`src/rtl/tdm_arb_pkg.sv`:
```
package tdm_arb_pkg;

  localparam int DEF_CLIENTS = 14;
  localparam int DEF_SLOTS   = 64;

  // Clients that own the external table after reset.
  localparam int CACHE_EVEN = 10;
  localparam int CACHE_ODD  = 11;

  // Reset owner of one table entry: the external region alternates the
  // two cache clients, every other region starts with empty entries.
  function automatic int reset_owner(int region, int slot, int empty_code);
    if (region == 0)
      return (slot % 2 == 0) ? CACHE_EVEN : CACHE_ODD;
    return empty_code;
  endfunction

  // An owner code grants only when it names a real client.
  function automatic bit owner_is_live(int code, int n_clients);
    return code < n_clients;
  endfunction

  // Slot after the given one, wrapping at the table end.
  function automatic int slot_after(int slot, int n_slots);
    return (slot + 1 >= n_slots) ? 0 : slot + 1;
  endfunction

endpackage

```
`src/rtl/tdm_onehot_dec.sv`:
```
module tdm_onehot_dec #(
  parameter  int N_OUT = tdm_arb_pkg::DEF_CLIENTS,
  localparam int ID_W  = $clog2(N_OUT)
) (
  input  logic             en,
  input  logic [ID_W-1:0]  code,
  output logic [N_OUT-1:0] vec
);

  always_comb begin
    vec = '0;
    for (int i = 0; i < N_OUT; i++) begin
      vec[i] = en && (code == ID_W'(i));
    end
  end

endmodule

```
`src/rtl/tdm_slot_table.sv`:
```
module tdm_slot_table #(
  parameter  int N_CLIENTS = tdm_arb_pkg::DEF_CLIENTS,
  parameter  int N_SLOTS   = tdm_arb_pkg::DEF_SLOTS,
  parameter  int REGION    = 0,
  localparam int CID_W     = $clog2(N_CLIENTS),
  localparam int SLOT_W    = $clog2(N_SLOTS),
  localparam int EMPTY     = (1 << CID_W) - 1
) (
  input  logic              clk,
  input  logic              rst_n,
  input  logic              wr_en,
  input  logic [SLOT_W-1:0] wr_slot,
  input  logic [CID_W-1:0]  wr_owner,
  input  logic [SLOT_W-1:0] rd_slot,
  output logic [CID_W-1:0]  rd_owner
);

  logic [CID_W-1:0] entry [N_SLOTS];

  always_ff @(posedge clk) begin
    if (!rst_n) begin
      for (int s = 0; s < N_SLOTS; s++) begin
        entry[s] <= CID_W'(tdm_arb_pkg::reset_owner(REGION, s, EMPTY));
      end
    end else if (wr_en) begin
      entry[wr_slot] <= wr_owner;
    end
  end

  assign rd_owner = entry[rd_slot];

endmodule

```
`src/rtl/tdm_slot_engine.sv`:
```
module tdm_slot_engine #(
  parameter  int N_CLIENTS = tdm_arb_pkg::DEF_CLIENTS,
  parameter  int N_SLOTS   = tdm_arb_pkg::DEF_SLOTS,
  localparam int CID_W     = $clog2(N_CLIENTS),
  localparam int SLOT_W    = $clog2(N_SLOTS),
  localparam int CODE_SPAN = 1 << CID_W
) (
  input  logic                 clk,
  input  logic                 rst_n,
  input  logic [N_CLIENTS-1:0] req,
  input  logic                 done,
  input  logic [CID_W-1:0]     owner,
  output logic [SLOT_W-1:0]    slot_ptr,
  output logic                 gnt_valid,
  output logic [CID_W-1:0]     gnt_id,
  output logic [N_CLIENTS-1:0] gnt
);

  // Request vector widened to cover every owner code, so that the
  // empty codes index a zero bit.
  logic [CODE_SPAN-1:0] req_wide;
  logic                 owner_live;
  logic                 ev_take;
  logic                 ev_forfeit;
  logic                 ev_release;
  logic [SLOT_W-1:0]    slot_next;

  assign req_wide   = CODE_SPAN'(req);
  assign owner_live = tdm_arb_pkg::owner_is_live(int'(owner), N_CLIENTS);
  assign ev_take    = !gnt_valid && owner_live && req_wide[owner];
  assign ev_forfeit = !gnt_valid && !ev_take;
  assign ev_release = gnt_valid && done;
  assign slot_next  = SLOT_W'(tdm_arb_pkg::slot_after(int'(slot_ptr), N_SLOTS));

  always_ff @(posedge clk) begin
    if (!rst_n) begin
      slot_ptr  <= '0;
      gnt_valid <= 1'b0;
      gnt_id    <= '0;
    end else if (ev_take) begin
      gnt_valid <= 1'b1;
      gnt_id    <= owner;
    end else if (ev_forfeit || ev_release) begin
      gnt_valid <= 1'b0;
      slot_ptr  <= slot_next;
    end
  end

  tdm_onehot_dec #(.N_OUT(N_CLIENTS)) u_dec (
    .en   (gnt_valid),
    .code (gnt_id),
    .vec  (gnt)
  );

endmodule

```
`src/rtl/tdm_slot_arbiter.sv`:
```
module tdm_slot_arbiter #(
  parameter  int N_CLIENTS = tdm_arb_pkg::DEF_CLIENTS,
  parameter  int N_SLOTS   = tdm_arb_pkg::DEF_SLOTS,
  localparam int CID_W     = $clog2(N_CLIENTS),
  localparam int SLOT_W    = $clog2(N_SLOTS),
  localparam int N_REGIONS = 2
) (
  input  logic                 clk,
  input  logic                 rst_n,
  input  logic                 cfg_we,
  input  logic                 cfg_region,
  input  logic [SLOT_W-1:0]    cfg_slot,
  input  logic [CID_W-1:0]     cfg_client,
  input  logic [N_CLIENTS-1:0] ext_req,
  input  logic                 ext_done,
  output logic [N_CLIENTS-1:0] ext_gnt,
  output logic [CID_W-1:0]     ext_gnt_id,
  output logic                 ext_gnt_valid,
  input  logic [N_CLIENTS-1:0] int_req,
  input  logic                 int_done,
  output logic [N_CLIENTS-1:0] int_gnt,
  output logic [CID_W-1:0]     int_gnt_id,
  output logic                 int_gnt_valid
);

  // Region 0 is external memory, region 1 is internal memory.
  logic [N_CLIENTS-1:0] rg_req   [N_REGIONS];
  logic                 rg_done  [N_REGIONS];
  logic [N_CLIENTS-1:0] rg_gnt   [N_REGIONS];
  logic [CID_W-1:0]     rg_id    [N_REGIONS];
  logic                 rg_valid [N_REGIONS];

  assign rg_req[0]     = ext_req;
  assign rg_req[1]     = int_req;
  assign rg_done[0]    = ext_done;
  assign rg_done[1]    = int_done;
  assign ext_gnt       = rg_gnt[0];
  assign int_gnt       = rg_gnt[1];
  assign ext_gnt_id    = rg_id[0];
  assign int_gnt_id    = rg_id[1];
  assign ext_gnt_valid = rg_valid[0];
  assign int_gnt_valid = rg_valid[1];

  for (genvar r = 0; r < N_REGIONS; r++) begin : g_region
    logic [CID_W-1:0]  cur_owner;
    logic [SLOT_W-1:0] cur_slot;
    logic              wr_here;

    assign wr_here = cfg_we && (cfg_region == 1'(r));

    tdm_slot_table #(
      .N_CLIENTS (N_CLIENTS),
      .N_SLOTS   (N_SLOTS),
      .REGION    (r)
    ) u_table (
      .clk      (clk),
      .rst_n    (rst_n),
      .wr_en    (wr_here),
      .wr_slot  (cfg_slot),
      .wr_owner (cfg_client),
      .rd_slot  (cur_slot),
      .rd_owner (cur_owner)
    );

    tdm_slot_engine #(
      .N_CLIENTS (N_CLIENTS),
      .N_SLOTS   (N_SLOTS)
    ) u_engine (
      .clk       (clk),
      .rst_n     (rst_n),
      .req       (rg_req[r]),
      .done      (rg_done[r]),
      .owner     (cur_owner),
      .slot_ptr  (cur_slot),
      .gnt_valid (rg_valid[r]),
      .gnt_id    (rg_id[r]),
      .gnt       (rg_gnt[r])
    );
  end

endmodule

```
`config.mk`:
```
export PLATFORM = sky130hd
export DESIGN_NAME = tdm_slot_arbiter
export DESIGN_NICKNAME = d
export VERILOG_FILES = /design/src/rtl/tdm_arb_pkg.sv /design/src/rtl/tdm_onehot_dec.sv /design/src/rtl/tdm_slot_table.sv /design/src/rtl/tdm_slot_engine.sv /design/src/rtl/tdm_slot_arbiter.sv
export SDC_FILE = /design/constraint.sdc
export NUM_CORES = 1
export LEC_CHECK = 0
export BUFFER_PORTS_ARGS = -buffer_cell sky130_fd_sc_hd__buf_2
export CAP_MARGIN = 20
export CORE_AREA = 2 2 234 236
export DETAILED_ROUTE_END_ITERATION = 12
export DIE_AREA = 0 0 236 238
export HOLD_SLACK_MARGIN = 0.08
export MAX_ROUTING_LAYER = met4
export PLACE_DENSITY_LB_ADDON = 0.2
export RECOVER_POWER = 25
export REMOVE_ABC_BUFFERS = 1
export SLEW_MARGIN = 20
export SYNTH_ARGS = -nofsm -noshare
export SYNTH_HDL_FRONTEND = slang
export SYNTH_HIERARCHICAL = 1
export SYNTH_SLANG_ARGS = --single-unit
```
`constraint.sdc`:
```
create_clock -name clk -period 3.8 [get_ports clk]
set_input_delay 0.19 -clock clk [delete_from_list [all_inputs] [get_ports clk]]
set_output_delay 0.19 -clock clk [all_outputs]
set_load 0.01 [all_outputs]
```
Word-level counts from Yosys, hierarchy flattened
Memory sizes are Yosys's and may differ from the RTL's. A register that Yosys moved wholly into a read port is not among the register bits.
Index checks and enable logic that the tools add are counted.
{ "classes": {"n_lt_le_gt_ge": 6, "n_addsub": 2, "bitwise": 3, "n_mux": 32, "reduce_logical": 52, "n_eq_ne": 26} }
{ "op_table": {"columns": ["cell", "count"], "rows": [
  ["== test 4 bit (second input constant)", 12],
  ["2-to-1 mux 6 bit", 8],
  ["logical AND 1 bit", 38],
  ["== test 4 x 3 -> 1 bit (second input constant)", 8],
  ["== test 4 x 2 -> 1 bit (second input constant)", 4],
  ["2-to-1 mux 1 bit", 16],
  ["2-to-1 mux 4 bit", 4],
  ["adder 6 x 1 -> 7 bit (second input constant)", 2],
  [">= comparator 7 bit (second input constant)", 2],
  ["less-than comparator 4 x 5 -> 1 bit (second input constant)", 2],
  ["binary-select mux 1 bit (select 4 bit)", 2],
  ["== test 4 x 1 -> 1 bit (second input constant)", 2],
  ["logical NOT 4 bit", 2],
  ["less-than comparator 4 bit (second input constant)", 2],
  ["OR reduction 4 bit", 2],
  ["2-to-1 mux 3 bit", 2],
  ["logical NOT 1 bit", 4],
  ["AND reduction 2 bit", 2],
  ["nonzero test 2 bit", 2],
  ["inverter 1 bit", 3],
  ["logical OR 1 bit", 2]
]} }
{ "totals": {"memories": 2, "output_inout_bits": 38, "mem_bits_rw": 512, "input_bits": 44, "reg_bits": 22} }
{ "mem_list": {"columns": ["memory", "words", "word_bits", "rd", "rd_clocked_by_memory_dff", "wr", "line", "source"], "rows": [
  ["g_region[0].u_table.entry", 64, 4, 1, 1, 64, "tdm_slot_table.sv:18", "logic [CID_W-1:0] entry [N_SLOTS];"],
  ["g_region[1].u_table.entry", 64, 4, 1, 1, 64, "tdm_slot_table.sv:18", null]
]} }

Longest topological paths before layout
Gate-level depths: netlist (run 1).
{ "logic_depth": {"depth_word": 9, "depth_mapped": 15, "mapped_depth_nobuf": 10} }

Modules after synthesis
The synthesis (run 1) kept the hierarchy.
{ "by_module_without_submodules": {"columns": ["module", "area_per_inst_um2", "n_inst", "cells_each"], "rows": [
  ["tdm_slot_table at g_region[0].u_table", 12310.6, 1, 872],
  ["tdm_slot_table at g_region[1].u_table", 12285.5, 1, 876],
  ["tdm_slot_engine", 641.9, 2, 75],
  ["tdm_onehot_dec", 107.6, 2, 21],
  ["tdm_slot_arbiter", 16.3, 1, 2]
]} }

Worst setup path before layout (run 1)
Ideal clock, no wire load.
{ "synth_path": {"kind": "reg2reg", "start": "register g_region[1].u_engine.slot_ptr[0]", "end": "register g_region[1].u_engine.slot_ptr[4]", "path_slack_ns": 0.393, "stages_incl_launch_ff": 14, "n_path_buf": 4, "setup_ns": 0.072, "required_ns": 3.728, "synth_period_minus_slack_ns": 3.407, "arrival_time_ns": 3.335, "cell_sequence": "dfxtp_1 > buf_6 > buf_6 > buf_6 > mux4_2 > a211oi_1 > nor3_1 > a21o_1 > buf_6 > mux2_4 > a221oi_2 > a221oi_2 > or4_1 > a21oi_1"} }
{ "synth_between": {"elab_chain_cells": 3} }
{ "synth_lines": {"columns": ["item", "line", "source"], "rows": [
  ["start, declared", "tdm_slot_engine.sv:13", "output logic [SLOT_W-1:0] slot_ptr,"],
  ["start signal, assigned", "tdm_slot_engine.sv:45", "slot_ptr <= slot_next;"],
  ["adder 6 x 1 -> 7 bit (*)", "tdm_arb_pkg.sv:25", "return (slot + 1 >= n_slots) ? 0 : slot + 1;"],
  [">= comparator 7 bit", "tdm_arb_pkg.sv:25", null],
  ["2-to-1 mux 6 bit (*)", "tdm_arb_pkg.sv:25", null]
]} }
Mark *: on every way between the ends. The rest lies on a longest branch, timed or not.
A chain may end at the register's enable or synchronous reset.

Worst setup path after layout (run 1)
Same ends and word-level chain as after synthesis.

==> flow_summary.ini, run 1 <==
[status]
status = finished with violations
violations = capacitance limit, slew limit

[logic_synthesis]
synthAdderAreaFrac = 0.0009584
syn_avg_cell_area_um2 = 13.45
synthDistinctLibCells = 60
synth_top_family_by_area = simple AND/OR/NAND/NOR gates
synth_cells = 1942
synthTopCellsByArea = edfxtp_1 (59%), mux4_2 (11%), or3_1 (8.8%), clkbuf_1 (2.6%), o21ai_0 (2.4%)
synth-edff-count = 512
synth_ff_type = edfxtp_1
synth.area.mux_share = 0.1286
synth-compound-area-share = 0.05185
synth-seq-cells = 534
synth-xor-area-share = 0
ys_warn_count = 6
synthSimpleGateAreaFrac = 0.1733
yosysSeqAreaShare = 0.6057
synth_top_area_cell = edfxtp_1
synthArstFlopShare = 0
synth_area_um2 = 26110
yosysTopAreaCellShare = 0.5888

[finish]
layout-drive-gt1-share = 0.2314
final_cell_mix = edfxtp_1 (512), or3_1 (369), o21ai_0 (125)
final_common_cell = edfxtp_1
utilization = 0.5448
syn_to_final_growth_pct = 11.62
final_nets = 2007
fin_area_um2 = 29150
antennaDiodeCount = 0
fin_cells = 2701

[timing]
slew_headroom = -0.08866
finalClockSkew_ns = 0.01633
slew_viol_final = 24
finalCriticalPeriod_ns = 3.764
fmaxAchievable_mhz = 265.7
setup_viol = 0
worst_slew_pin_slew_ns = 1.633
finalCritPeriodShare = 0.9906
hold_viol_final = 0

[critical_path]
reg2reg_setup_slack_ns = 0.04
worst_setup_path_end_kind = flip-flop
cp_max_fo = 7
r2r-start = g_region[1].u_engine/slot_ptr[0]
worstSetupPathType = reg -> reg
reg2reg_to = g_region[1].u_engine/slot_ptr[4]
r2r_cells = 13
cp_data_required_time_ns = 4.33
crit_arrival_ns = 4.29
start_kind = flip-flop

[floorplanning]
die_area_um2 = 56170
start_util = 0.4881
die_w_um = 236
ios = 82
core-area_um2 = 53500
die_h_um = 238
rows = 85

[hold_path]
hold_class = in -> reg
hp-start = rst_n
holdPathEnd = g_region[1].u_table/entry[13][2]
holdPathStages = 2

[clocking]
cts_tree = done
cts_made_buffers = 54
clk_path_buf_depth = 3
path_clk_slew_ns = 0.06
cts_root_buf = clkbuf_16
cts.sinks = 534
htree_num_levels = 2
clk_latency_ns = 0.61

[global_routing]
grt_use_met1 = 0.3434
use_met2 = 0.3812
grt.total_usage = 0.2456
first_global_vias = 16879
grt_overflow = 0
grt_max_degree = 78
grt_pass1_wl_mm = 102.9
antenna_found_initial = 1
busiest_layer = met2
use_met3 = 0.03783

[pwr]
peakVddDrop_mv = 0.3773
power.total_mw = 15.94
powerDensity_nw_per_um2 = 547.0
power.leakage_nw = 9.511

[placed_design]
post_dp_cell_area_um2 = 27250
gp_congestion = 0.8554
port_buffers = 81
dpl.hpwl_mm = 41.93
placed_cells = 2585

[detailed_routing]
wl_per_cell_um = 24.88
ant_nets = 0
dr.pass1.iters = 5
vias = 16984
vias_per_cell = 6.288
wirelength_mm = 67.20
drc = 0
dr.first_iter.drc_count = 1763

[job]
cap_violations = 1
[stage by stage]
step	worst slack, ns	hold slack [ns]	setup TNS, ns
after floorplan	-1.442	0.3409	-24.85
after global placement	0.01754	0.5006	0
after detailed placement	-0.1020	0.5083	-0.2951
after CTS	0.01763	0.1047	0
after global routing	-0.08341	0.1393	-0.1202
final	0.03585	0.1341	0
[timing repair]
| action | 4_1_cts | 5_1_grt |
|---|---|---|
| gates cloned | 1 | 1 |
| setup buffers | 2 | 11 |
| hold buffers | 2 | 0 |
| resized for setup | 2 | 23 |
| hold endpoints to repair | 4 | 0 |
| pin swaps | 0 | 4 |
| setup endpoints to repair | 5 | 10 |
[state kept, by name (all words and copies together) (netlist names)]
signal / flops
g_region.u_table/entry: 512
g_region.u_engine/gnt_id: 8
g_region.u_engine/slot_ptr: 12
g_region.u_engine/gnt_valid: 2
[synth_stat cells (all sizes together) (3+ instances only)]
cell type and n:
edfxtp 512, or3 369, clkbuf 184, mux4 130, o21ai 128, and3 99
nand2 78, nor2 55, or2 49, buf 40, nand3 28, mux2i 26
a21oi 24, nand2b 24, dfxtp 22, nor3 21, o22ai 17, nor2b 15
mux2 12, a211oi 10, o221ai 10, nand3b 9, inv 8, a31oi 7
and2 7, or3b 7, or4 5, a221oi 4, clkinv 4, nor3b 4
a211o 3, a22oi 3, o21a 3, o31ai 3, o32ai 3
[final cells by class]
class / instances / area, um2
fill: 4301 / 24350
sequential: 534 / 15830
multi-input combinational: 1172 / 9390
clock buffer: 64 / 1410
timing repair buffer: 187 / 1378
tap: 696 / 870.8
clock inverter: 36 / 219.0
inverter: 12 / 45.04
[logic make-up (layout without fill, tap and decap cells)]
kind of cell | after synthesis | after routing
AND/OR/NAND/NOR | 776 | 776
flip-flops | 534 | 534
multiplexers | 168 | 168
buffers and inverters | 236 | 299
AO/OA/AOI/OAI | 226 | 226
adder cells (fa/ha/maj) | 2 | 2
[worst max-delay path, cell delays in order, from the launching register on]
cell	delay, ns
dfxtp_4	0.40
clkbuf_4	0.20
buf_6	0.16
mux4_2	0.53
a22oi_2	0.25
a31oi_2	0.18
o21ai_2	0.28
o31ai_4	0.17
nor2b_2	0.21
a221oi_4	0.36
a221oi_4	0.13
buf_4	0.17
or4_1	0.50
a21oi_1	0.14
[routing by layer]
metal  vias up  wire length [um]
met5         -                 0
met4         0              1294
met3       104              4833
met2       663             31800
met1      8641             29270
li1       7576                 -
[how the worst max path moves through the flow]
stage,from,to,slack [ns],cells past startpoint
after floorplan,g_region[1].u_engine/slot_ptr[0],g_region[1].u_engine/slot_ptr[4],-1.44,10
after global placement,g_region[1].u_engine/slot_ptr[0],g_region[1].u_engine/slot_ptr[0],0.02,11
after detailed placement,g_region[1].u_engine/slot_ptr[0],g_region[1].u_engine/slot_ptr[4],-0.10,12
after CTS,g_region[1].u_engine/slot_ptr[0],g_region[1].u_engine/slot_ptr[4],0.02,11
after global routing,g_region[1].u_engine/slot_ptr[0],g_region[1].u_engine/slot_ptr[4],-0.08,13
final,g_region[1].u_engine/slot_ptr[0],g_region[1].u_engine/slot_ptr[4],0.04,13
[report_power, final]
part	internal (mW)	total [mW]	switching, mW	leakage (nW)
logic	1.88	3.82	1.93	3.42
registers	6.80	7.09	0.291	5.29
clock network	2.77	5.03	2.26	0.805
total	11.5	15.9	4.49	9.51
Note: power is estimated with default switching activity, not from simulation.
==> run 2, diff against run 1 <==
--- a/config.mk
+++ b/config.mk
@@ -12,7 +12,6 @@
 export DIE_AREA = 0 0 236 238
 export HOLD_SLACK_MARGIN = 0.08
 export MAX_ROUTING_LAYER = met4
-export PLACE_DENSITY_LB_ADDON = 0.2
 export RECOVER_POWER = 25
 export REMOVE_ABC_BUFFERS = 1
 export SLEW_MARGIN = 20
==> flow_summary.ini, run 2 (synthesis gave the netlist of run 1 again) <==
[status]
status = finished with violations
violations = capacitance limit, slew limit

[finish]
final_nets = 1998
final_cell_mix = edfxtp_1 (512), or3_1 (369), o21ai_0 (125)
seqCellArea_um2 = 15830
syn_to_final_growth_pct = 11.73
fin_cells = 2697
final_common_cell = edfxtp_1
utilization = 0.5453
fin_area_um2 = 29170
top_register = g_region.u_table/entry
layout-drive-gt1-share = 0.2117
reg_top3 = g_region.u_table/entry x512, g_region.u_engine/slot_ptr x12, g_region.u_engine/gnt_id x8
multi_input_area_um2 = 9318
fillCellCount = 4358
largest_reg_flops = 512

[detailed_routing]
dr.first_iter.drc_count = 1892
vias_per_cell = 6.257
ant_nets = 0
dr.pass1.iters = 8
drc = 0
wl_per_cell_um = 25.21
wirelength_mm = 67.99
vias = 16875

[pwr]
pwr-share-clk = 0.339
peakVddDrop_mv = 0.3617
internal_power_mw = 11.80
power.leakage_nw = 9.418
p_comb_frac = 0.224
power.total_mw = 16.21
powerDensity_nw_per_um2 = 555.7
netSwitchingFraction = 0.2720
p_seq_frac = 0.436
switching_power_mw = 4.410

[clocking]
cts_root_buf = clkbuf_16
cts.sinks = 534
clk_latency_ns = 0.61
clk_path_buf_depth = 3
path_clk_slew_ns = 0.06
cts_tree = done
cts_made_buffers = 54
htree_num_levels = 2

[job]
cap_violations = 3

[floorplanning]
core-area_um2 = 53500
die_area_um2 = 56170
start_util = 0.4881
ios = 82
rows = 85
die_h_um = 238
die_w_um = 236

[critical_path]
worst_setup_path_end_kind = flip-flop
reg2reg_setup_slack_ns = 0.08
worstSetupPathType = reg -> reg
reg2reg_to = g_region[1].u_engine/slot_ptr[0]
r2r-start = g_region[1].u_engine/slot_ptr[0]
crit_arrival_ns = 4.23
start_kind = flip-flop
r2r_cells = 11
cp_max_fo = 9
cp_data_required_time_ns = 4.31

[placed_design]
dpl.hpwl_mm = 42.67
pre_cts_slack_ns = -0.1072
gp_congestion = 0.8745
post_dp_cell_area_um2 = 27190
port_buffers = 81
placed_cells = 2577

[global_routing]
antenna_found_initial = 1
grt_overflow = 0
grt.total_usage = 0.2521
grt_max_degree = 102
first_global_vias = 16618
grt_pass1_wl_mm = 104.2

[timing]
setup_tns_ns = 0
finalClockSkew_ns = 0.01733
hold_viol_final = 0
finalCritPeriodShare = 0.9779
slew_viol_final = 67
setup_viol = 0
worst_slew_pin_slew_ns = 1.573
timing.final.ws_setup_ns = 0.08411
slew_headroom = -0.04861
fmaxAchievable_mhz = 269.1
hold_ws_ns = 0.2013
finalCriticalPeriod_ns = 3.716

[hold_path]
hold_class = in -> reg
hp-start = cfg_slot[1]
holdPathStages = 4
holdPathEnd = g_region[1].u_table/entry[22][0]
-- run 2: worst max-delay path, stage by stage (launching register included) --
cell and delay, ns:
dfxtp_4 0.43, buf_4 0.14, mux4_2 0.49, mux4_2 0.49, nor2_2 0.16, nor4_1 0.12
a21o_2 0.27, mux2_4 0.33, a221oi_4 0.34, a221oi_4 0.16, or4_1 0.54, a21oi_1 0.17
-- run 2: timing repair --
| action | in CTS | in global routing |
|---|---|---|
| endpoints found under the setup margin | 5 | 16 |
| hold buffers | 3 | 0 |
| hold endpoints to repair | 9 | 0 |
| setup buffers | 0 | 10 |
| gates cloned | 0 | 1 |
| gates resized for setup | 1 | 8 |
-- run 2: worst max path at each step --
stage                                startpoint                          endpoint  slack, ns  cells past startpoint
2_1_floorplan  g_region[1].u_engine/slot_ptr[0]  g_region[1].u_engine/slot_ptr[4]      -1.44                     10
3_3_place_gp   g_region[1].u_engine/slot_ptr[0]  g_region[1].u_engine/slot_ptr[3]       0.02                     11
3_5_place_dp   g_region[1].u_engine/slot_ptr[0]  g_region[1].u_engine/slot_ptr[3]      -0.11                     11
4_1_cts        g_region[1].u_engine/slot_ptr[0]  g_region[1].u_engine/slot_ptr[0]       0.04                     10
5_1_grt        g_region[1].u_engine/slot_ptr[0]  g_region[1].u_engine/slot_ptr[0]      -0.07                     12
6_report       g_region[1].u_engine/slot_ptr[0]  g_region[1].u_engine/slot_ptr[0]       0.08                     11
-- run 2: cell type report --
cell class	instances	area share
diodes	3	0.0002573
clock buffers	77	0.05318
clock inverters	25	0.009478
inverters	12	0.001544
multi-input cells	1172	0.3194
flip-flops and latches	534	0.5427
well taps	696	0.02985
repair buffers	178	0.04358
-- run 2: power by group through the flow --
| stage | registers (mW) | logic [mW] | clock network, mW |
|---|---|---|---|
| floorplan | 7.40 | 2.02 | 0 |
| global placement | 7.23 | 3.37 | 0 |
| detailed placement | 7.24 | 3.41 | 0 |
| CTS | 7.12 | 3.43 | 5.58 |
| global route | 7.12 | 3.89 | 5.80 |
| finish | 7.08 | 3.64 | 5.50 |
-- run 2: layer usage --
metal  wire [um]  track usage  up-vias
met5           0            -        -
met3        5066      0.03563       84
met1       30040       0.3616     8560
met2       31780       0.3841      655
li1            -            -     7576
met4        1111      0.06003        0
